<file path="config.mk">
export PLATFORM = sky130hd
export DESIGN_NAME = rr_pin_arbiter
export DESIGN_NICKNAME = d
export VERILOG_FILES = /design/src/rtl/arb_pkg.sv /design/src/rtl/arb_rr_pick.sv /design/src/rtl/arb_owner_reg.sv /design/src/rtl/rr_pin_arbiter.sv
export SDC_FILE = /design/constraint.sdc
export NUM_CORES = 1
export LEC_CHECK = 0
export CAP_MARGIN = 0
export CORE_AREA = 2 2 39 41
export CTS_BUF_LIST = sky130_fd_sc_hd__clkbuf_16
export DETAILED_ROUTE_END_ITERATION = 10
export DIE_AREA = 0 0 41 43
export SYNTH_ARGS = -nofsm -noshare
export SYNTH_HDL_FRONTEND = slang
export SYNTH_HIERARCHICAL = 1
export SYNTH_SLANG_ARGS = --single-unit
</file>
<file path="constraint.sdc">
create_clock -name clk -period 2.47 [get_ports clk]
set_input_delay 0.494 -clock clk [delete_from_list [all_inputs] [get_ports clk]]
set_output_delay 0.494 -clock clk [all_outputs]
set_load 0.02 [all_outputs]
</file>
<file path="src/rtl/arb_pkg.sv">
package arb_pkg;

   // Index following idx in a ring of n positions
   function automatic int ring_next(input int idx, input int n);
      return (idx + 1 >= n) ? 0 : idx + 1;
   endfunction

endpackage

</file>
<file path="src/rtl/arb_rr_pick.sv">
module arb_rr_pick #(
   parameter int N          = 4,
   parameter bit MASK_STYLE = 1'b1,
   localparam int IW        = (N > 1) ? $clog2(N) : 1
) (
   input  logic [N-1:0]  req,
   input  logic [IW-1:0] start,
   output logic          found,
   output logic [IW-1:0] idx
);

   generate
      if (MASK_STYLE) begin : g_mask
         // keep requesters at or above start; fall back to all requesters
         logic [N-1:0] upper;
         logic [N-1:0] src;
         always_comb begin
            for (int i = 0; i < N; i++)
               upper[i] = req[i] && (i >= int'(start));
            src   = (|upper) ? upper : req;
            found = |req;
            idx   = '0;
            for (int i = N - 1; i >= 0; i--)
               if (src[i]) idx = IW'(i);
         end
      end else begin : g_scan
         // walk the ring from start, first hit wins
         always_comb begin
            found = 1'b0;
            idx   = '0;
            for (int k = 0; k < N; k++) begin
               int j;
               j = int'(start) + k;
               if (j >= N) j = j - N;
               if (!found && req[j]) begin
                  found = 1'b1;
                  idx   = IW'(j);
               end
            end
         end
      end
   endgenerate

endmodule

</file>
<file path="src/rtl/arb_owner_reg.sv">
module arb_owner_reg
   import arb_pkg::*;
#(
   parameter int N   = 4,
   localparam int IW = (N > 1) ? $clog2(N) : 1
) (
   input  logic          clk,
   input  logic          rst,
   input  logic [N-1:0]  req,
   input  logic          pick_found,
   input  logic [IW-1:0] pick_idx,
   output logic          busy,
   output logic [IW-1:0] owner,
   output logic [IW-1:0] ptr
);

   logic keep;

   // owner with request still high claims the next cycle
   assign keep = busy && req[owner];

   always_ff @(posedge clk) begin
      if (rst) begin
         busy  <= 1'b0;
         owner <= '0;
         ptr   <= '0;
      end else if (!keep) begin
         busy <= pick_found;
         if (pick_found) begin
            owner <= pick_idx;
            ptr   <= IW'(ring_next(int'(pick_idx), N));
         end
      end
   end

endmodule

</file>
<file path="src/rtl/rr_pin_arbiter.sv">
module rr_pin_arbiter #(
   parameter int N          = 4,
   parameter bit MASK_STYLE = 1'b1,
   localparam int IW        = (N > 1) ? $clog2(N) : 1
) (
   input  logic          clk,
   input  logic          rst,
   input  logic [N-1:0]  req,
   output logic [N-1:0]  gnt,
   output logic [IW-1:0] sel,
   output logic          bus_active
);

   generate
      if (N < 2) begin : g_bad_n
         $error("rr_pin_arbiter: N must be at least 2");
      end
   endgenerate

   logic          pick_found;
   logic [IW-1:0] pick_idx;
   logic          busy;
   logic [IW-1:0] owner;
   logic [IW-1:0] ptr;

   arb_rr_pick #(.N(N), .MASK_STYLE(MASK_STYLE)) u_pick (
      .req   (req),
      .start (ptr),
      .found (pick_found),
      .idx   (pick_idx)
   );

   arb_owner_reg #(.N(N)) u_owner (
      .clk        (clk),
      .rst        (rst),
      .req        (req),
      .pick_found (pick_found),
      .pick_idx   (pick_idx),
      .busy       (busy),
      .owner      (owner),
      .ptr        (ptr)
   );

   generate
      for (genvar g = 0; g < N; g++) begin : g_gnt
         assign gnt[g] = busy && (owner == IW'(g));
      end
   endgenerate

   assign sel        = busy ? owner : '0;
   assign bus_active = busy;

endmodule

</file>
Yosys cells after proc, flatten, opt, wreduce, memory -nomap -nowiden. Index checks and enable logic that the tools add are counted.

Reductions and logical operators: 12. Add/subtract/negate cells: 1. Muxes and demuxes: 9. Bitwise gates (word level): 1. $lt $le $gt $ge: 5. Equal/unequal tests: 3.

Operator list (count): $mux 2 (6); $logic_and 1x1->1 (8); $reduce_or 4->1 (2); $eq 2x2->1 const B (2); $ge 1x2->1 const A (2); $add 2x1->3 const B (1); $ge 3x3->1 const B (1); $lt 2x3->1 const B (1); $mux 3 (1); $bmux 1 s2 (1); $eq 2x1->1 const B (1); $ge 2x2->1 const A (1); $logic_not 2->1 (1); $reduce_and 2->1 (1); $mux 1 (1); $not 1->1 (1).

Flip-flop bits (word level): 5. Word-level logic and storage cells: 34.

Depth between registers and ports, before layout. Gate-level depths: netlist of the first run.

Word-level depth: 10. Mapped depth: 6. Gate-level depth less buffers: 6.

By module. The synthesis of the first run kept the hierarchy.

By module, submodules not included: arb_owner_reg (area each 289.0 um2, sequential area each 100.1 um2, times used 1, cells an instance 28); arb_rr_pick (area each 73.8 um2, sequential area each 0.0 um2, times used 1, cells an instance 12); rr_pin_arbiter (area each 51.3 um2, sequential area each 0.0 um2, times used 1, cells an instance 6).

Worst setup path before layout of the first run. No wires, ideal clock.

Path type: input port to flip-flop. Start point: input req[3]. End point: register u_owner.ptr[0]. Cell stages on the path: 6. Path buffers: 0. Arrival time: 1.490 ns. Slack: 0.858 ns. Required time: 2.349 ns. Path through: inv_1 > o2bb2ai_1 > a221oi_1 > ha_1 > nor3_1 > mux2_4.

Word-level cells in the longest chain between the ends: 8.

Ends and longest elaborated chain: from (decl) (RTL line rr_pin_arbiter.sv:8) `input logic [N-1:0] req,`; $reduce_or 4->1 (RTL line arb_rr_pick.sv:20) `src = (|upper) ? upper : req;`; $mux 3 (RTL line arb_rr_pick.sv:20); $mux 2 (2 in a row) (RTL line arb_rr_pick.sv:24) `if (src[i]) idx = IW'(i);`; $mux 2 * (RTL line arb_rr_pick.sv:24); named net pick_idx[0] (RTL line rr_pin_arbiter.sv:21) `logic [IW-1:0] pick_idx;`; $add 2x1->3 * (RTL line arb_pkg.sv:5) `return (idx + 1 >= n) ? 0 : idx + 1;`; $ge 3x3->1 (RTL line arb_pkg.sv:5); $mux 2 * (RTL line arb_pkg.sv:5); to (signal assigned) (RTL line arb_owner_reg.sv:31) `ptr <= IW'(ring_next(int'(pick_idx), N));`; to (decl) (RTL line arb_owner_reg.sv:14) `output logic [IW-1:0] ptr`.

Mark *: on every way through the listed nets, which the timed path passes. The rest lies on a longest branch. The select of a mux whose other input is x is not followed. A chain may end at the register's enable or synchronous reset.

Worst setup path in the final report of the first run.
Start point: register u_owner.owner[1]. End point: output gnt[3].

Word-level cells in the longest chain between the ends: 2.

Ends and longest elaborated chain: from (decl) (RTL line arb_owner_reg.sv:13) `output logic [IW-1:0] owner,`; from (signal assigned) (RTL line arb_owner_reg.sv:30) `owner <= pick_idx;`; $eq 2x2->1 (RTL line rr_pin_arbiter.sv:46) `assign gnt[g] = busy && (owner == IW'(g));`; $logic_and 1x1->1 (RTL line rr_pin_arbiter.sv:46); to (decl) (RTL line rr_pin_arbiter.sv:9) `output logic [N-1:0] gnt,`.

Every way passes these cells.

==> metrics, run 1 <==
CTS resizes=0; Setup TNS=0 ns; worst endpoint required time=1.98 ns; TritonCTS buffer count=3; DP HPWL=633 um; Crit path largest cell delay=0.59 ns; max_slew headroom=76.2%; Hold Path Cell Cnt=2; Hold Buf Count CTS=0; GRT overflow=0; Iteration-0 DRC Markers=6; die area=1760 um^2; I/O pin count=13; I/O Buffers=12; htree depth=1; first-pass GRT wire length=1400 um; Worst Setup End Kind=primary output; CP cell instances=and3_2, clkdlybuf4s50_1; # diodes=0; DR pass1 iterations=3; CTS Sinks=5; core area=1380 um^2; crit path to=gnt[3]; pre-CTS WS=0.283 ns; reg2reg end=u_owner/ptr[0]; Syn Inst Count=46; Layout area overhead=54.7%; CTS clk-pin slew, worst paths=0.03 ns; Pleak=0.282 nW; largest net degree at the start of global routing=10; area of the mapped netlist=414 um^2; TritonCTS clock tree=yes; Worst R2R Setup Slack=0.78 ns; most frequent cells in the layout=12 x clkdlybuf4s50_1, 5 x dfxtp_1, 4 x inv_1, 4 x nand2_1, 4 x nand2b_1; final WL=840 um; Synth Area per Inst=9.00 um^2; most common cell after layout, fill and taps aside=clkdlybuf4s50_1; Initial Util=29.9%; total number of vias=387; RSZ-0062 raised after global routing=no; Tmin final=2.00 ns; Slowest-stage cell, CP=clkdlybuf4s50_1; Chip Height=43 um; Residual DRC=0; FF-to-FF Start=u_owner/owner[1]; post-synthesis net count=53; Worst setup startpoint=u_owner/owner[1]; post-synth top area cell=dfxtp_1; Final Max Tran Viols=0; vias in the first global route=333; Setup crit start kind=register; Worst VDD drop=0.477 mV; Setup Fix Bufs, Post-CTS=0; Final Hold Vio Count=0; Final Non-Filler Cells=79; status=complete, no violations; HP Class=reg2reg; placed cells=75; Worst-Skew Late Latency=0.23 ns; worst path arrival time=1.51 ns; # rows=14; Worst Tran Pin Value=0.358 ns; R2R depth=3; Final nets=71; number of max-cap violations=0; RePlAce Congestion=0.727; Max Clk Rate=499 MHz; Routed Antenna Nets=0; critical path class=reg2out; setup slack after layout=0.468 ns; top cells by area, synth=dfxtp_1 24%, mux2_4 7.3%, a221oi_4 6.3%, nand2b_1 6.0%, mux2i_1 4.8%; flop and latch count out of synthesis=5; clock buffer depth=2; fill count=147; Post-Route Skew=0.000687 ns; Cell variety after synth=27; final setup vio count=0; cell chosen for the clock root=clkbuf_16; DIE WIDTH=41 um; layout cell share with drive strength beyond 1=17.5%; period utilization=81.1%; Seq/Total Area, Yosys=24.2%; Ys Warns=6; Critical Path Fanout Max=8; PD cells=858 nW/um^2; post-DR wirelength/cell=10.6 um; vias per inst=4.90; initial antenna violation count=0; post-synth top area share=24.2%; total global-route track usage=12.4%
## cell families after synthesis
family,count (synthesis),synth area share [%]
compound gates,9,20.8
fa+ha+maj,1,3.02
buf+inv,3,2.72
flops,5,24.2
mux,5,14.8
simple gates,23,34.4
## synthesized netlist by cell type
cell / instances
and2_2: 1
o2bb2ai_1: 1
mux2i_1: 2
a221oi_4: 1
mux2_4: 2
inv_1: 3
and3_2: 1
dfxtp_1: 5
nand2b_1: 4
a21boi_1: 1
nor3b_2: 1
nor3b_1: 1
nor2b_1: 2
or2b_1: 1
and2_1: 2
nand3_1: 1
nor2_1: 2
o32a_1: 1
a21o_1: 1
a31oi_1: 2
nand2_1: 4
mux2_2: 1
ha_1: 1
nor3_1: 1
a21oi_1: 1
a221oi_1: 1
and3b_1: 2
## layout make-up
cell class | instances | area, um^2 | area share [%]
flip-flops and latches | 5 | 100 | 15.6
clock inverters | 1 | 3.75 | 0.586
multi-input cells | 38 | 303 | 47.3
clock buffers | 3 | 75.1 | 11.7
well taps | 16 | 20.0 | 3.13
repair buffers | 13 | 128 | 19.9
inverters | 3 | 11.3 | 1.76
## stage by stage
stage                     hold slack [ns]  cell area, um^2  total power, mW  utilization [%]
after floorplan                     0.490              414            0.231                -
after global placement              0.530              562            0.288             40.6
after detailed placement            0.538              562            0.288             40.6
after CTS                           0.544              641            0.557             46.3
after global routing                0.606              641            0.584             46.3
final                               0.545              641            0.549             46.3
## critical path, delay by kind of cell (launching register included)
kind | cells | cell delay, ns
flops | 1 | 0.47
simple gates | 1 | 0.22
buf+inv | 1 | 0.59
## where the power goes
group          internal [mW]  total (mW)  switching, mW
logic                 0.0938       0.161         0.0673
clock network          0.210       0.264         0.0547
registers             0.0982       0.124         0.0257
total                  0.402       0.549          0.148
## metal layers
metal | GRT usage (%) | wire length (um) | vias to the layer above
met2 | 17.8 | 425 | 13
met4 | 8.00 | 10 | 0
met5 | 0 | 0 | -
met3 | 6.28 | 48 | 2
li1 | - | - | 200
met1 | 13.5 | 354 | 172
## state kept, by name (all words and copies together) (netlist names)
name and flops:
u_owner/owner 2, u_owner/busy 1, u_owner/ptr 2
## worst min path at each step
stage	startpoint	end	slack [ns]
final	u_owner/ptr[1]	u_owner/ptr[1]	0.55
after global routing	u_owner/owner[0]	u_owner/owner[0]	0.61
after CTS	u_owner/ptr[1]	u_owner/ptr[1]	0.54
after detailed placement	u_owner/ptr[1]	u_owner/ptr[1]	0.54
after global placement	u_owner/ptr[1]	u_owner/ptr[1]	0.53
after floorplan	u_owner/ptr[1]	u_owner/ptr[1]	0.49
Note: power is estimated with default switching activity, not from simulation.
==> run 2: changes to the inputs <==
clock period = 2 ns   (was 2.47 ns; I/O delays follow)
==> run 2 against run 1 <==
Against the previous run:
- global-route usage up 0.69 points
- core utilization up 1.6 points
- first-iteration DRC count up 17%
- clock skew down 0.00052 ns
- final area up 3.5%
- final cell count up 3.8%
- critical path type unchanged
- critical endpoint unchanged
- largest cell class unchanged
==> metrics, run 2 (synthesis results as in run 1) <==
Worst Tran Pin Value=0.325 ns (-0.0323 ns); number of max-cap violations=0 (unchanged); period utilization=95.6%; TritonCTS clock tree=yes; # diodes=0 (unchanged); I/O pin count=13 (unchanged); Setup TNS=0 ns (unchanged); Layout area overhead=60.1%; GRT overflow=0 (unchanged); biggest regs=u_owner/owner (2), u_owner/ptr (2), u_owner/busy (1); vias per inst=4.93 (+0.57%); RePlAce Congestion=0.822 (+13%); clock buffer depth=2 (unchanged); Final Hold Vio Count=0 (unchanged); Post-DP Area=584 um^2 (+4.0%); Worst-Skew Late Latency=0.23 ns (about the same); Chip Height=43 um (unchanged); DP HPWL=668 um (+5.4%); Setup Fix Bufs, Post-CTS=0 (unchanged); first-pass GRT wire length=1520 um (+8.4%); CTS Sinks=5 (unchanged); CTS clk-pin slew, worst paths=0.03 ns (about the same); final WL=900 um (+7.1%); Final Max Tran Viols=0 (unchanged); die area=1760 um^2 (unchanged); status=complete, no violations; vias in the first global route=374 (+12%); post-DR wirelength/cell=11.0 um (+3.2%); htree depth=1 (unchanged); largest net degree at the start of global routing=10 (unchanged); Initial Util=29.9% (unchanged); Hold Buf Count CTS=0 (unchanged); layout cell share with drive strength beyond 1=21.2% (+3.8 points); total number of vias=404 (+4.4%); I/O Buffers=12 (unchanged); Post-Route Skew=0.000164 ns (-0.000524 ns); total global-route track usage=13.1% (+0.69 points); post-layout instance area=663 um^2 (+3.5%); CTS resizes=0 (unchanged); most frequent cells in the layout=12 x clkdlybuf4s50_1, 5 x dfxtp_1; cell chosen for the clock root=clkbuf_16; TritonCTS buffer count=3 (unchanged); Worst VDD drop=0.396 mV (-17%); Final nets=74 (+4.2%); HP Class=reg2reg; Iteration-0 DRC Markers=7 (+1); Residual DRC=0 (unchanged); initial antenna violation count=0 (unchanged); worst path arrival time=1.51 ns (about the same); core area=1380 um^2 (unchanged); Setup crit start kind=register; Tmin final=1.91 ns; Critical Path Fanout Max=8 (unchanged); critical path class=reg2out; DIE WIDTH=41 um (unchanged); # rows=14 (unchanged); most common cell after layout, fill and taps aside=clkdlybuf4s50_1; Pleak=0.296 nW (+5.1%); RSZ-0062 raised after global routing=no; PD cells=1050 nW/um^2 (+23%); Max Clk Rate=523 MHz; worst endpoint required time=1.60 ns (-0.38 ns); max_slew headroom=78.3% (+2.2 points); Worst Setup End Kind=primary output; DR pass1 iterations=4 (+1); final setup vio count=0 (unchanged); Routed Antenna Nets=0 (unchanged)
## run 2: cell count changes in the layout (fill, tap and decap cells not counted)
cell,previous run,this run
buf_4,1,4
## run 2: path summary, 6_finish.rpt
kind / slack, ns / cells after the start / start / to
min: 0.55 / 2 / u_owner/ptr[1] / u_owner/ptr[1]
min reg2reg: 0.55 / 2 / u_owner/ptr[1] / u_owner/ptr[1]
max: 0.09 / 2 / u_owner/owner[1] / gnt[3]
max reg2reg: 0.39 / 3 / u_owner/owner[1] / u_owner/ptr[0]
## run 2: cell type report
class / count / area (um^2)
inverters: 3 / 11.3
clock inverters: 1 / 3.75
multi-input cells: 38 / 303
fillers: 141 / 721
well taps: 16 / 20.0
clock buffers: 3 / 75.1
flip-flops and latches: 5 / 100
repair buffers: 16 / 150
## run 2: report_power, final
group	switching, mW	internal (mW)	total (mW)
logic	0.0867	0.128	0.214
clock network	0.0693	0.259	0.329
registers	0.0343	0.121	0.156
## run 2: metal layers
layer | vias to the layer above | global-route usage, % | wire [um]
met2 | 15 | 20.0 | 447
li1 | 208 | - | -
met3 | 2 | 3.14 | 41
met1 | 179 | 14.5 | 393
met4 | 0 | 10.0 | 18
met5 | - | 0 | 0
## run 2: stage by stage
stage | util [%] | setup WS [ns] | hold slack [ns] | power [mW] | cells
final | 47.9 | 0.0889 | 0.546 | 0.699 | 82
after CTS | 47.9 | 0.0856 | 0.549 | 0.705 | 82
after global placement | 42.2 | -0.0158 | 0.538 | 0.371 | 78
after floorplan | - | 0.439 | 0.469 | 0.285 | 46
after global routing | 47.9 | 0.0139 | 0.603 | 0.734 | 82
after detailed placement | 42.2 | -0.00503 | 0.538 | 0.373 | 78
## run 2: critical path, cell delays in order (launching register included)
cell and delay (ns):
dfxtp_1 0.48, and3_2 0.22, clkdlybuf4s50_1 0.59
==> run 3: changes to the inputs <==
DONT_BUFFER_PORTS = 1   (was not set)
==> run 3 against run 2 <==
Against the previous run:
- fmax rose by 12%
- setup slack improved by 0.21 ns
- die area did not move
- register-to-register slack got worse by 0.09 ns
- critical path type is now reg2reg
- first-iteration DRC count did not move
- highest routed layer is now met3
- clock skew barely moved
- combinational power fell by 28%
- flip-flop and latch count did not move
- worst hold slack got worse by 0.31 ns
- routed wire length rose by 1.9%
- via count fell by 16%
==> metrics, run 3 (synthesis results as in run 1) <==
Worst Setup End Kind=register; initial antenna violation count=0 (unchanged); FF-to-FF Start=u_owner/owner[1]; period utilization=85.1% (-10 points); R2R depth=3 (unchanged); vias in the first global route=321 (-14%); max_slew headroom=69.9% (-8.5 points); Setup Fix Bufs, Post-CTS=0 (unchanged); layout cell share with drive strength beyond 1=20.0% (-1.2 points); Worst Hold Launch=rst; Worst Tran Pin Value=0.452 ns (+0.127 ns); final setup vio count=0 (unchanged); total global-route track usage=12.2% (-0.89 points); Pleak=0.232 nW (-22%); post-DR wirelength/cell=13.9 um (+27%); DP HPWL=655 um (-1.9%); Tmin final=1.70 ns (-0.208 ns); I/O Buffers=0 (-12); # diodes=0 (unchanged); Critical Path Fanout Max=8 (unchanged); largest net degree at the start of global routing=10 (unchanged); Chip Height=43 um (unchanged); Setup TNS=0 ns (unchanged); status=complete, no violations; I/O pin count=13 (unchanged); clock buffer depth=2 (unchanged); Hold Buf Count CTS=0 (unchanged); hold endpoint=u_owner/busy; HP Class=in2reg; critical path class=reg2reg; Layout area overhead=23.9%; reg2reg end=u_owner/ptr[0]; TritonCTS clock tree=yes; Iteration-0 DRC Markers=7 (unchanged); Setup crit start kind=register; RSZ-0062 raised after global routing=no; first-pass GRT wire length=1380 um (-9.1%); Hold Path Cell Cnt=1 (-1); Final nets=58 (-22%); DR pass1 iterations=4 (unchanged); core area=1380 um^2 (unchanged); Residual DRC=0 (unchanged); PD cells=1240 nW/um^2 (+18%); vias per inst=5.14 (+4.3%); number of max-cap violations=0 (unchanged); worst path arrival time=1.81 ns (+0.30 ns); most frequent cells in the layout=5 x dfxtp_1, 4 x inv_1, 4 x nand2_1, 4 x nand2b_1, 3 x clkbuf_16; Worst VDD drop=0.430 mV (+8.5%); biggest regs=u_owner/owner (2), u_owner/ptr (2), u_owner/busy (1); CTS clk-pin slew, worst paths=0.03 ns (about the same); # rows=14 (unchanged); most common cell after layout, fill and taps aside=dfxtp_1; Finished Core Util=37.1% (-11 points); Power Total=0.637 mW (-8.8%); Final Max Tran Viols=0 (unchanged); Worst-Skew Late Latency=0.23 ns (about the same); CTS resizes=0 (unchanged); die area=1760 um^2 (unchanged); GRT overflow=0 (unchanged); Final Hold Vio Count=0 (unchanged); cell chosen for the clock root=clkbuf_16; Initial Util=29.9% (unchanged); Post-Route Skew=0.000379 ns (+0.000216 ns); TritonCTS buffer count=3 (unchanged); final WL=917 um (+1.9%); Routed Antenna Nets=0 (unchanged); total number of vias=339 (-16%); Worst R2R Setup Slack=0.30 ns (-0.09 ns); Max Clk Rate=587 MHz (+12%); htree depth=1 (unchanged); worst endpoint required time=2.11 ns (+0.51 ns); DIE WIDTH=41 um (unchanged); RePlAce Congestion=0.811 (-1.3%); CTS Sinks=5 (unchanged)
## run 3: metrics by stage
| step | cells | instance area (um^2) | hold slack [ns] | setup slack (ns) |
|---|---|---|---|---|
| finish | 66 | 513 | 0.238 | 0.297 |
| global route | 66 | 513 | 0.239 | 0.206 |
| CTS | 66 | 513 | 0.232 | 0.277 |
| detailed placement | 62 | 434 | 0.476 | 0.293 |
| global placement | 62 | 434 | 0.475 | 0.303 |
| floorplan | 46 | 414 | 0.469 | 0.439 |
## run 3: power breakdown
group          total [mW]  leakage, nW  switching (mW)  internal, mW
Combinational       0.154        0.149          0.0737        0.0800
Clock               0.327       0.0423          0.0680         0.259
Sequential          0.156       0.0415          0.0349         0.121
Total               0.637        0.232           0.177         0.461
## run 3: layer usage
metal  vias to the layer above  global-route usage (%)  routed length, um
met5                         -                       0                  0
met4                         0                    8.00                  0
met3                         0                    3.66                 59
met2                        13                    20.0                479
met1                       149                    12.3                378
li1                        177                       -                  -
## run 3: critical path: stages, from the launching register on
cell	delay, ns
dfxtp_1	0.48
mux2_2	0.42
a221oi_4	0.34
mux2_4	0.34
## run 3: final cells by class
| cell class | count | area, um^2 |
|---|---|---|
| Clock buffer | 3 | 75.1 |
| Sequential cell | 5 | 100 |
| Inverter | 3 | 11.3 |
| Clock inverter | 1 | 3.75 |
| Fill cell | 140 | 871 |
| Tap cell | 16 | 20.0 |
| Multi-Input combinational cell | 38 | 303 |
## run 3: worst max-delay path by stage
stage	startpoint	to	slack, ns	cells past startpoint
4_1_cts	u_owner/owner[1]	u_owner/ptr[0]	0.28	3
5_1_grt	u_owner/ptr[1]	u_owner/ptr[0]	0.21	6
3_5_place_dp	u_owner/owner[1]	u_owner/ptr[0]	0.29	3
2_1_floorplan	u_owner/owner[1]	u_owner/ptr[0]	0.44	3
3_3_place_gp	u_owner/owner[1]	u_owner/ptr[0]	0.30	3
6_report	u_owner/owner[1]	u_owner/ptr[0]	0.30	3
